==> config.mk <==
export PLATFORM = sky130hd
export DESIGN_NAME = updn_reload_timer
export DESIGN_NICKNAME = d
export VERILOG_FILES = /design/src/rtl/updn_timer_pkg.sv /design/src/rtl/tmr_prescaler.sv /design/src/rtl/tmr_pin_sync.sv /design/src/rtl/tmr_count_core.sv /design/src/rtl/tmr_flag_unit.sv /design/src/rtl/updn_reload_timer.sv
export SDC_FILE = /design/constraint.sdc
export NUM_CORES = 1
export LEC_CHECK = 0
export BUFFER_PORTS_ARGS = -buffer_cell sky130_fd_sc_hd__buf_2
export CORE_MARGIN = 1.5
export CORE_UTILIZATION = 61
export DETAILED_ROUTE_END_ITERATION = 10
export PLACE_DENSITY = 0.85
export SLEW_MARGIN = 20
export SYNTH_ARGS = -nofsm -noshare
export SYNTH_HDL_FRONTEND = slang
export SYNTH_SLANG_ARGS = --single-unit
==> constraint.sdc <==
create_clock -name clk -period 3.4 [get_ports clk]
set_input_delay 0.68 -clock clk [delete_from_list [all_inputs] [get_ports clk]]
set_output_delay 0.68 -clock clk [all_outputs]
set_load 0.02 [all_outputs]
==> src/rtl/updn_timer_pkg.sv <==
package updn_timer_pkg;
  // register map (byte addresses)
  localparam int ADDR_CTRL     = 0;
  localparam int ADDR_MODE     = 1;
  localparam int ADDR_CNT_BASE = 2;

  // control byte bit positions
  localparam int CTRL_RUN_BIT  = 0;
  localparam int CTRL_SRC_BIT  = 1;

  // mode byte bit positions
  localparam int MODE_DN_BIT   = 0;

  typedef struct packed {
    logic run;
    logic ext_src;
    logic dn_en;
  } tmr_ctrl_t;
endpackage

==> src/rtl/tmr_prescaler.sv <==
module tmr_prescaler #(
  parameter int DIV = 12
) (
  input  logic clk,
  input  logic rst,
  input  logic en_i,
  output logic tick_o
);
  localparam int PW = (DIV > 1) ? $clog2(DIV) : 1;
  localparam logic [PW-1:0] LAST = PW'(DIV - 1);

  logic [PW-1:0] pcnt_q;

  always_ff @(posedge clk) begin
    if (rst || !en_i) begin
      pcnt_q <= '0;
    end else if (pcnt_q == LAST) begin
      pcnt_q <= '0;
    end else begin
      pcnt_q <= pcnt_q + 1'b1;
    end
  end

  assign tick_o = en_i && (pcnt_q == LAST);


  tick_spacing_chk: assert property (@(posedge clk) disable iff (rst)
    tick_o |=> !tick_o);


  pcnt_range_chk: assert property (@(posedge clk) disable iff (rst)
    pcnt_q <= LAST);
endmodule

==> src/rtl/tmr_pin_sync.sv <==
module tmr_pin_sync #(
  parameter int STAGES = 2
) (
  input  logic clk,
  input  logic rst,
  input  logic pin_i,
  output logic level_o,
  output logic fall_o
);
  logic [STAGES:0] sh_q;

  always_ff @(posedge clk) begin
    if (rst) begin
      sh_q <= '0;
    end else begin
      sh_q <= {sh_q[STAGES-1:0], pin_i};
    end
  end

  assign level_o = sh_q[STAGES-1];
  assign fall_o  = sh_q[STAGES] && !sh_q[STAGES-1];


  fall_single_chk: assert property (@(posedge clk) disable iff (rst)
    fall_o |=> !fall_o);
endmodule

==> src/rtl/tmr_count_core.sv <==
module tmr_count_core #(
  parameter int CNT_W  = 16,
  parameter int DATA_W = 8
) (
  input  logic              clk,
  input  logic              rst,
  input  logic              step_i,
  input  logic              up_i,
  input  logic [CNT_W/DATA_W-1:0] lane_wr_i,
  input  logic [DATA_W-1:0] wr_data_i,
  input  logic [CNT_W-1:0]  reload_i,
  output logic [CNT_W-1:0]  count_o,
  output logic              wrap_o
);
  localparam int LANES = CNT_W / DATA_W;

  logic [CNT_W-1:0] count_q;
  logic [CNT_W-1:0] nxt;
  logic             wrap_raw;
  logic             any_wr;

  assign any_wr = |lane_wr_i;

  always_comb begin
    nxt      = count_q;
    wrap_raw = 1'b0;
    if (step_i) begin
      if (up_i) begin
        if (count_q == '1) begin
          nxt      = reload_i;
          wrap_raw = 1'b1;
        end else begin
          nxt = count_q + 1'b1;
        end
      end else begin
        if (count_q == reload_i) begin
          nxt      = '1;
          wrap_raw = 1'b1;
        end else begin
          nxt = count_q - 1'b1;
        end
      end
    end
  end

  for (genvar i = 0; i < LANES; i++) begin : g_lane
    always_ff @(posedge clk) begin
      if (rst) begin
        count_q[i*DATA_W +: DATA_W] <= '0;
      end else if (any_wr) begin
        if (lane_wr_i[i]) begin
          count_q[i*DATA_W +: DATA_W] <= wr_data_i;
        end
      end else begin
        count_q[i*DATA_W +: DATA_W] <= nxt[i*DATA_W +: DATA_W];
      end
    end


    lane_write_chk: assert property (@(posedge clk) disable iff (rst)
      lane_wr_i[i] |=> count_q[i*DATA_W +: DATA_W] == $past(wr_data_i));
  end

  assign wrap_o  = wrap_raw && !any_wr;
  assign count_o = count_q;


  up_wrap_reload_chk: assert property (@(posedge clk) disable iff (rst)
    (step_i && up_i && !any_wr && count_q == '1) |=> count_q == $past(reload_i));


  down_wrap_ones_chk: assert property (@(posedge clk) disable iff (rst)
    (step_i && !up_i && !any_wr && count_q == reload_i) |=> count_q == '1);


  down_step_chk: assert property (@(posedge clk) disable iff (rst)
    (step_i && !up_i && !any_wr && count_q != reload_i)
      |=> count_q == $past(count_q) - 1'b1);
endmodule

==> src/rtl/tmr_flag_unit.sv <==
module tmr_flag_unit (
  input  logic clk,
  input  logic rst,
  input  logic wrap_i,
  input  logic dn_mode_i,
  input  logic clr_i,
  output logic ovf_o,
  output logic evt_o
);
  logic ovf_q;
  logic evt_q;

  always_ff @(posedge clk) begin
    if (rst) begin
      ovf_q <= 1'b0;
      evt_q <= 1'b0;
    end else begin
      if (wrap_i) begin
        ovf_q <= 1'b1;
      end else if (clr_i) begin
        ovf_q <= 1'b0;
      end
      if (wrap_i && dn_mode_i) begin
        evt_q <= !evt_q;
      end
    end
  end

  assign ovf_o = ovf_q;
  assign evt_o = evt_q;


  ovf_set_chk: assert property (@(posedge clk) disable iff (rst)
    wrap_i |=> ovf_q);


  ovf_sticky_chk: assert property (@(posedge clk) disable iff (rst)
    (ovf_q && !clr_i) |=> ovf_q);


  evt_hold_chk: assert property (@(posedge clk) disable iff (rst)
    !(wrap_i && dn_mode_i) |=> $stable(evt_q));


  evt_flip_chk: assert property (@(posedge clk) disable iff (rst)
    (wrap_i && dn_mode_i) |=> evt_q != $past(evt_q));
endmodule

==> src/rtl/updn_reload_timer.sv <==
module updn_reload_timer
  import updn_timer_pkg::*;
#(
  parameter int CNT_W       = 16,
  parameter int DATA_W      = 8,
  parameter int ADDR_W      = 3,
  parameter int PRESCALE    = 12,
  parameter int SYNC_STAGES = 2
) (
  input  logic              clk,
  input  logic              rst,
  input  logic              wr_en_i,
  input  logic [ADDR_W-1:0] wr_addr_i,
  input  logic [DATA_W-1:0] wr_data_i,
  input  logic              cnt_pin_i,
  input  logic              dir_pin_i,
  output logic [CNT_W-1:0]  count_o,
  output logic [CNT_W-1:0]  reload_o,
  output logic              ovf_flag_o,
  output logic              evt_flag_o,
  output logic              irq_o
);
  localparam int LANES         = CNT_W / DATA_W;
  localparam int ADDR_RLD_BASE = ADDR_CNT_BASE + LANES;
  localparam int CLR_BIT       = DATA_W - 1;
  localparam logic [ADDR_W-1:0] A_CTRL = ADDR_W'(ADDR_CTRL);
  localparam logic [ADDR_W-1:0] A_MODE = ADDR_W'(ADDR_MODE);

  tmr_ctrl_t         ctrl_q;
  logic [CNT_W-1:0]  reload_q;
  logic [LANES-1:0]  cnt_lane_wr;
  logic              ctrl_wr;
  logic              mode_wr;
  logic              flag_clr;
  logic              tick;
  logic              ext_fall;
  logic              dir_level;
  logic              unused_cnt_level;
  logic              unused_dir_fall;
  logic              step;
  logic              up;
  logic              wrap;

  assign ctrl_wr  = wr_en_i && (wr_addr_i == A_CTRL);
  assign mode_wr  = wr_en_i && (wr_addr_i == A_MODE);
  assign flag_clr = ctrl_wr && !wr_data_i[CLR_BIT];

  always_ff @(posedge clk) begin
    if (rst) begin
      ctrl_q <= '0;
    end else begin
      if (ctrl_wr) begin
        ctrl_q.run     <= wr_data_i[CTRL_RUN_BIT];
        ctrl_q.ext_src <= wr_data_i[CTRL_SRC_BIT];
      end
      if (mode_wr) begin
        ctrl_q.dn_en <= wr_data_i[MODE_DN_BIT];
      end
    end
  end

  for (genvar i = 0; i < LANES; i++) begin : g_byte
    localparam logic [ADDR_W-1:0] A_CNT = ADDR_W'(ADDR_CNT_BASE + i);
    localparam logic [ADDR_W-1:0] A_RLD = ADDR_W'(ADDR_RLD_BASE + i);

    assign cnt_lane_wr[i] = wr_en_i && (wr_addr_i == A_CNT);

    always_ff @(posedge clk) begin
      if (rst) begin
        reload_q[i*DATA_W +: DATA_W] <= '0;
      end else if (wr_en_i && (wr_addr_i == A_RLD)) begin
        reload_q[i*DATA_W +: DATA_W] <= wr_data_i;
      end
    end
  end

  tmr_prescaler #(.DIV(PRESCALE)) u_pre (
    .clk    (clk),
    .rst    (rst),
    .en_i   (ctrl_q.run && !ctrl_q.ext_src),
    .tick_o (tick)
  );

  tmr_pin_sync #(.STAGES(SYNC_STAGES)) u_cnt_sync (
    .clk     (clk),
    .rst     (rst),
    .pin_i   (cnt_pin_i),
    .level_o (unused_cnt_level),
    .fall_o  (ext_fall)
  );

  tmr_pin_sync #(.STAGES(SYNC_STAGES)) u_dir_sync (
    .clk     (clk),
    .rst     (rst),
    .pin_i   (dir_pin_i),
    .level_o (dir_level),
    .fall_o  (unused_dir_fall)
  );

  assign step = ctrl_q.run && (ctrl_q.ext_src ? ext_fall : tick);
  assign up   = !ctrl_q.dn_en || dir_level;

  tmr_count_core #(.CNT_W(CNT_W), .DATA_W(DATA_W)) u_core (
    .clk       (clk),
    .rst       (rst),
    .step_i    (step),
    .up_i      (up),
    .lane_wr_i (cnt_lane_wr),
    .wr_data_i (wr_data_i),
    .reload_i  (reload_q),
    .count_o   (count_o),
    .wrap_o    (wrap)
  );

  tmr_flag_unit u_flags (
    .clk       (clk),
    .rst       (rst),
    .wrap_i    (wrap),
    .dn_mode_i (ctrl_q.dn_en),
    .clr_i     (flag_clr),
    .ovf_o     (ovf_flag_o),
    .evt_o     (evt_flag_o)
  );

  assign reload_o = reload_q;
  assign irq_o    = ovf_flag_o;


  run_hold_chk: assert property (@(posedge clk) disable iff (rst)
    (!ctrl_q.run && !(|cnt_lane_wr)) |=> $stable(count_o));


  up_only_chk: assert property (@(posedge clk) disable iff (rst)
    (!ctrl_q.dn_en && step && !(|cnt_lane_wr) && count_o != '1)
      |=> count_o == $past(count_o) + 1'b1);


  irq_follow_chk: assert property (@(posedge clk) disable iff (rst)
    irq_o == ovf_flag_o);
endmodule

==> metrics.cfg, run 1 <==
[route]
vias=2960
ant_nets=0
drc=0
wl_per_cell_um=18.4
viasPerCell=6.37
drt_pass1_iterations=5
drt_wl_total_mm=8.56
drt_iter0_drc=384

[sta]
hold_viol_final=0
min_period_over_period_pct=81.2
worst_pin_slew_ns=0.828
clock_skew_ns=0.00435
tns_ns=0
relSlewSlack_pct=44.8
post-route-min-period_ns=2.76
finalMaxSlewViolations=0
setup_viol=0
grt_setup_unrepaired=false
max_freq_mhz=362

[synth]
synth_cell_type_count=55
synth_area_leaders=dfxtp_1 30%, xor2_1 8.2%, nand2_1 4.8%
synthFlopType=dfxtp_1
async_flop_share_pct=0
synth_top_area_share_pct=29.9
syn_inst=368
synth-seq-cells=46
syn_area_um2=3080
synth.net_count=387
yosys_warnings=0
synth_edf_count=0
avgSynthCellArea_um2=8.37
synth_top_cell_by_area=dfxtp_1
seq_area_frac_synth_pct=29.9

[clocking]
clock_latency_ns=0.30
clockBufferDepth=2
clk_pin_slew_ns=0.09
cts_max_level=2
cts_tree=yes
cts_root_buf=clkbuf_8
cts_resized=0
cts_buffers=5
post_cts.repair.setup_buffers=0
clock-sinks=46
cts_hold_buf=0

[cells_and_area]
area_growth_pct=8.13
nets=417
postLayoutCoreUtil_pct=69.6
mostFrequentLayoutCell=buf_2
final_cell_mix=50 x buf_2, 46 x dfxtp_1, 39 x nor2_1, 39 x nand2_1, 29 x xor2_1
fillCellCount=407
drive_above_1_share_pct=19.8
n_antenna_cell=0

[floorplan]
die_w_um=74.1
io_pins=51
start_util_pct=64.3
die_area_um2=5480
die_h_um=74.1
core_area_um2=4790
rows=25

[worst_setup_path]
critPathArrivalTime_ns=2.96
rr_endpoint=u_flags.evt_o$_SDFFE_PP0P_
rrSetupSlack_ns=0.64
crit_fanout=11
endpoint_kind=register
path_class=reg2reg
startpoint_type=register
required_ns=3.60
crit-reg2reg-launch=u_core.count_o[0]$_SDFFE_PP0P_
r2r.worst_path.cells=7

[worst_hold_path]
hold_start=u_dir_sync.sh_q[0]$_SDFF_PP0_
hold_end=u_dir_sync.sh_q[1]$_SDFF_PP0_
hp-class=reg2reg
hold_depth=1

[run_status]
status=finished clean

[power]
peakVddDrop_mv=0.308
p_leak_uw=0.00147
power.density_nw_per_um2=360

[global_route]
grt_pass1_wl_mm=13.8
antenna_found_initial=0
grt_overflow=0
grt.total_usage_pct=32.8
grt_pass1_vias=2709
grt_max_degree=46

[placed_design]
io_buffers=50
routabilityCongestion=1.03
dp_hpwl_mm=6.05

[job]
maxCapViolCount=0

layout make-up:
cell class	count	area (um2)	area share [%]
Clock buffer	6	82.6	2.48
Clock inverter	1	30.0	0.902
Inverter	6	22.5	0.676
Multi-Input combinational cell	285	1910	57.3
Sequential cell	46	921	27.7
Tap cell	67	83.8	2.52
Timing Repair Buffer	54	280	8.42
metal layers:
metal  vias to the layer above  wire [um]  global-route usage, %
li1                       1369          -                      -
met1                      1389       3690                   46.4
met2                       168       3780                   48.6
met3                        34        763                   6.64
met4                         0        325                   13.8
met5                         -          0                      0
worst max-delay path, stage by stage, from the launching register on:
cell	delay [ns]
dfxtp_1	0.57
ha_1	0.35
nand3_4	0.15
nor4_4	0.43
nand4_2	0.38
o22ai_2	0.30
nand3_1	0.14
mux2_4	0.32
cell families (layout without fill, tap and decap cells):
group / after synthesis / after routing / synth area share (%)
and+or+nand+nor: 151 / 151 / 26.2
AOI/OAI and AO/OA: 71 / 71 / 16.4
DFF: 46 / 46 / 29.9
xor gates and xnor gates: 42 / 42 / 11.9
buffers and inverters: 37 / 67 / 8.09
muxes: 18 / 18 / 6.22
adders and majority gates: 3 / 3 / 1.22
synthesized netlist by cell type (3+ instances only):
cell / instances
nor2_1: 39
or3_1: 3
nand2_1: 39
nand4_1: 8
a211oi_1: 6
o221ai_1: 3
nor3_1: 10
buf_2: 4
buf_4: 4
mux2_2: 5
a211o_1: 5
nand3_1: 14
nor4_1: 7
xor2_1: 29
a21oi_1: 16
inv_1: 6
nand2b_1: 4
o211ai_1: 6
mux2i_1: 12
o21ai_0: 10
buf_6: 12
ha_1: 3
a31oi_1: 5
o22ai_1: 4
xnor2_1: 13
dfxtp_1: 46
a311oi_1: 3
nor2b_1: 8
clkbuf_1: 10
flip-flops by register name, indices dropped and copies added (netlist names):
name and cells:
reload_o 16, ctrl_q 3, u_core.count_o 16, u_dir_sync.sh_q 2, u_flags.ovf_o 1, u_pre.pcnt_q 4, u_flags.evt_o 1, u_cnt_sync.sh_q 3
worst max-delay path by stage:
stage | start | endpoint | slack [ns]
finish | u_core.count_o[0]$_SDFFE_PP0P_ | u_flags.evt_o$_SDFFE_PP0P_ | 0.64
global route | u_core.count_o[0]$_SDFFE_PP0P_ | u_core.count_o[1]$_SDFFE_PP0P_ | 0.51
CTS | u_core.count_o[0]$_SDFFE_PP0P_ | u_flags.evt_o$_SDFFE_PP0P_ | 0.70
detailed placement | u_core.count_o[0]$_SDFFE_PP0P_ | u_flags.evt_o$_SDFFE_PP0P_ | 0.71
global placement | u_core.count_o[0]$_SDFFE_PP0P_ | u_flags.evt_o$_SDFFE_PP0P_ | 0.76
floorplan | u_core.count_o[1]$_SDFFE_PP0P_ | u_flags.evt_o$_SDFFE_PP0P_ | 1.08
per-stage QoR:
step                      instances  hold WS [ns]  cell area, um2  setup WS [ns]  power (uW)
after global routing            465         0.453            3330          0.512        1240
after floorplan                 368         0.414            3080           1.08         728
after detailed placement        458         0.426            3220          0.713         778
after CTS                       465         0.446            3330          0.703        1190
final                           465         0.445            3330          0.641        1200
after global placement          458         0.420            3220          0.756         776
power breakdown:
group	internal, uW	total [uW]	switching, uW
clock network	235	425	189
logic	77.4	195	118
registers	551	578	27.0
No activity file was read; power rests on OpenSTA's default activity.
==> inputs of run 2 (changes only) <==
CORE_UTILIZATION = 57   (was 61)
PLACE_DENSITY = 0.81   (was 0.85)
clock period = 2.9 ns   (was 3.4 ns; I/O delays follow)
==> run 2 against run 1 <==
Core utilization decreased by 3.7 points. Routed wire length rose by 3.9%. Final area is 2.3% higher. Flip-flop and latch count is the same. Clock-buffer cell count is the same. Sequential power increased by 16%. Clock power up 13%. Sequential share of layout area decreased by 0.62 points. Total power increased by 17%. Worst hold slack worse by 0.0061 ns. Cell count up 3.0%. Register-to-register slack got worse by 0.34 ns. Critical path type unchanged. Critical endpoint is now u_core.count_o[15]$_SDFFE_PP0P_.
==> metrics.cfg, run 2 (synthesis results as in run 1) <==
[sta]
max_freq_mhz=385  ; +6.4%
worst_pin_slew_ns=0.725  ; -0.103 ns
fin_hold_ws_ns=0.439  ; -0.00615 ns
tns_ns=0  ; unchanged
min_period_over_period_pct=89.5  ; +8.3 points
grt_setup_unrepaired=false
clock_skew_ns=0.00584  ; +0.00149 ns
finalMaxSlewViolations=0  ; unchanged
hold_viol_final=0  ; unchanged
relSlewSlack_pct=51.7  ; +6.9 points
post-route-min-period_ns=2.59  ; -0.165 ns
setup_viol=0  ; unchanged

[cells_and_area]
mostFrequentLayoutCell=buf_2
n_antenna_cell=0  ; unchanged
nets=427  ; +2.4%
area_growth_pct=10.6
final_cell_mix=50 x buf_2, 46 x dfxtp_1, 39 x nor2_1, 39 x nand2_1, 29 x xor2_1
postLayoutCoreUtil_pct=65.8  ; -3.7 points
drive_above_1_share_pct=21.8  ; +1.9 points

[route]
vias=3048  ; +3.0%
drt_iter0_drc=308  ; -20%
drt_pass1_iterations=5  ; unchanged
ant_nets=0  ; unchanged
wl_per_cell_um=18.6  ; +0.88%
drc=0  ; unchanged
drt_wl_total_mm=8.90  ; +3.9%
viasPerCell=6.36  ; about the same

[worst_setup_path]
crit-reg2reg-launch=u_core.count_o[1]$_SDFFE_PP0P_
endpoint_kind=register
crit_fanout=10  ; -1
path_cells=ha_1, nand3_4, nor4_4, nand4_2, mux2_2, o22ai_1, a211oi_1
path_class=reg2reg
cp_slowest_cell=dfxtp_1
critPathArrivalTime_ns=2.76  ; -0.20 ns
rr_endpoint=u_core.count_o[15]$_SDFFE_PP0P_
rrSetupSlack_ns=0.31  ; -0.34 ns
slowest_delay_ns=0.49  ; -0.08 ns
r2r.worst_path.cells=7  ; unchanged
required_ns=3.06  ; -0.54 ns
startpoint_type=register

[clocking]
clk_pin_slew_ns=0.09  ; about the same
cts_resized=0  ; unchanged
cts_hold_buf=0  ; unchanged
clock_latency_ns=0.31  ; about the same
cts_buffers=5  ; unchanged
cts_max_level=2  ; unchanged
clock-sinks=46  ; unchanged
cts_root_buf=clkbuf_8
cts_tree=yes
clockBufferDepth=2  ; unchanged
post_cts.repair.setup_buffers=0  ; unchanged

[floorplan]
start_util_pct=59.5  ; -4.8 points
die_h_um=76.5  ; +3.3%
die_area_um2=5850  ; +6.7%
rows=26  ; +4.0%
io_pins=51  ; unchanged
die_w_um=76.5  ; +3.3%
core_area_um2=5170  ; +8.1%

[global_route]
grt_max_degree=37  ; -20%
grt_overflow=0  ; unchanged
grt.total_usage_pct=30.7  ; -2.1 points
grt_pass1_wl_mm=14.1  ; +2.6%
grt_pass1_vias=2712  ; +0.11%
antenna_found_initial=0  ; unchanged

[job]
maxCapViolCount=0  ; unchanged

[worst_hold_path]
hold_start=u_dir_sync.sh_q[0]$_SDFF_PP0_
hp-class=reg2reg
hold_end=u_dir_sync.sh_q[1]$_SDFF_PP0_
hold_depth=1  ; unchanged

[power]
p_leak_uw=0.00151  ; +2.9%
power.density_nw_per_um2=411  ; +14%
peakVddDrop_mv=0.337  ; +9.4%

[placed_design]
routabilityCongestion=0.962  ; -6.4%
dp_hpwl_mm=6.55  ; +8.3%
io_buffers=50  ; unchanged

[run_status]
status=finished clean

[run 2: cell count changes in the layout (fill, tap and decap cells not counted)]
cell        before  now
clkbuf_1         0    1
clkinvlp_4       0    1
clkbuf_8         6    5
buf_4            4   14
[run 2: worst max path at each step]
stage	startpoint	to	slack, ns	cells past startpoint
after floorplan	u_core.count_o[1]$_SDFFE_PP0P_	u_flags.evt_o$_SDFFE_PP0P_	0.58	7
after global placement	u_core.count_o[1]$_SDFFE_PP0P_	u_core.count_o[15]$_SDFFE_PP0P_	0.48	7
after detailed placement	u_core.count_o[1]$_SDFFE_PP0P_	u_flags.evt_o$_SDFFE_PP0P_	0.39	7
after CTS	u_core.count_o[1]$_SDFFE_PP0P_	u_flags.evt_o$_SDFFE_PP0P_	0.37	7
after global routing	u_core.count_o[1]$_SDFFE_PP0P_	u_core.count_o[9]$_SDFFE_PP0P_	0.14	7
final	u_core.count_o[1]$_SDFFE_PP0P_	u_core.count_o[15]$_SDFFE_PP0P_	0.31	7
[run 2: stage by stage]
| step | instance area (um2) | power (uW) | worst slack, ns | std cells |
|---|---|---|---|---|
| 2_1_floorplan | 3080 | 853 | 0.578 | 368 |
| 3_3_place_gp | 3300 | 923 | 0.478 | 471 |
| 3_5_place_dp | 3300 | 925 | 0.390 | 471 |
| 4_1_cts | 3410 | 1400 | 0.374 | 479 |
| 5_1_grt | 3410 | 1450 | 0.144 | 479 |
| 6_report | 3410 | 1400 | 0.306 | 479 |
[run 2: layout make-up]
cell class / count / area, um2
tap: 70 / 87.6
clock inverter: 2 / 37.5
fill: 462 / 1770
timing repair buffer: 64 / 355
multi-input combinational: 285 / 1910
sequential: 46 / 921
clock buffer: 6 / 72.6
inverter: 6 / 22.5
[run 2: critical path: cells and delay by family (launching register included)]
family / cells / cell delay [ns]
and+or+nand+nor: 3 / 0.96
DFF: 1 / 0.49
muxes: 1 / 0.40
adders and majority gates: 1 / 0.32
AOI/OAI and AO/OA: 2 / 0.28
[run 2: where the power goes]
part           internal (uW)  switching, uW  leakage, uW
Combinational           98.4            148      0.00109
Clock                    257            225    0.0000514
Sequential               646           26.1     0.000373
[run 2: layer usage]
| layer | vias up | track usage, % | part of all wire [%] |
|---|---|---|---|
| li1 | 1392 | - | - |
| met1 | 1439 | 40.4 | 41 |
| met2 | 181 | 49.8 | 46 |
| met3 | 36 | 5.75 | 8.7 |
| met4 | 0 | 11.7 | 3.9 |
| met5 | - | 0 | 0 |
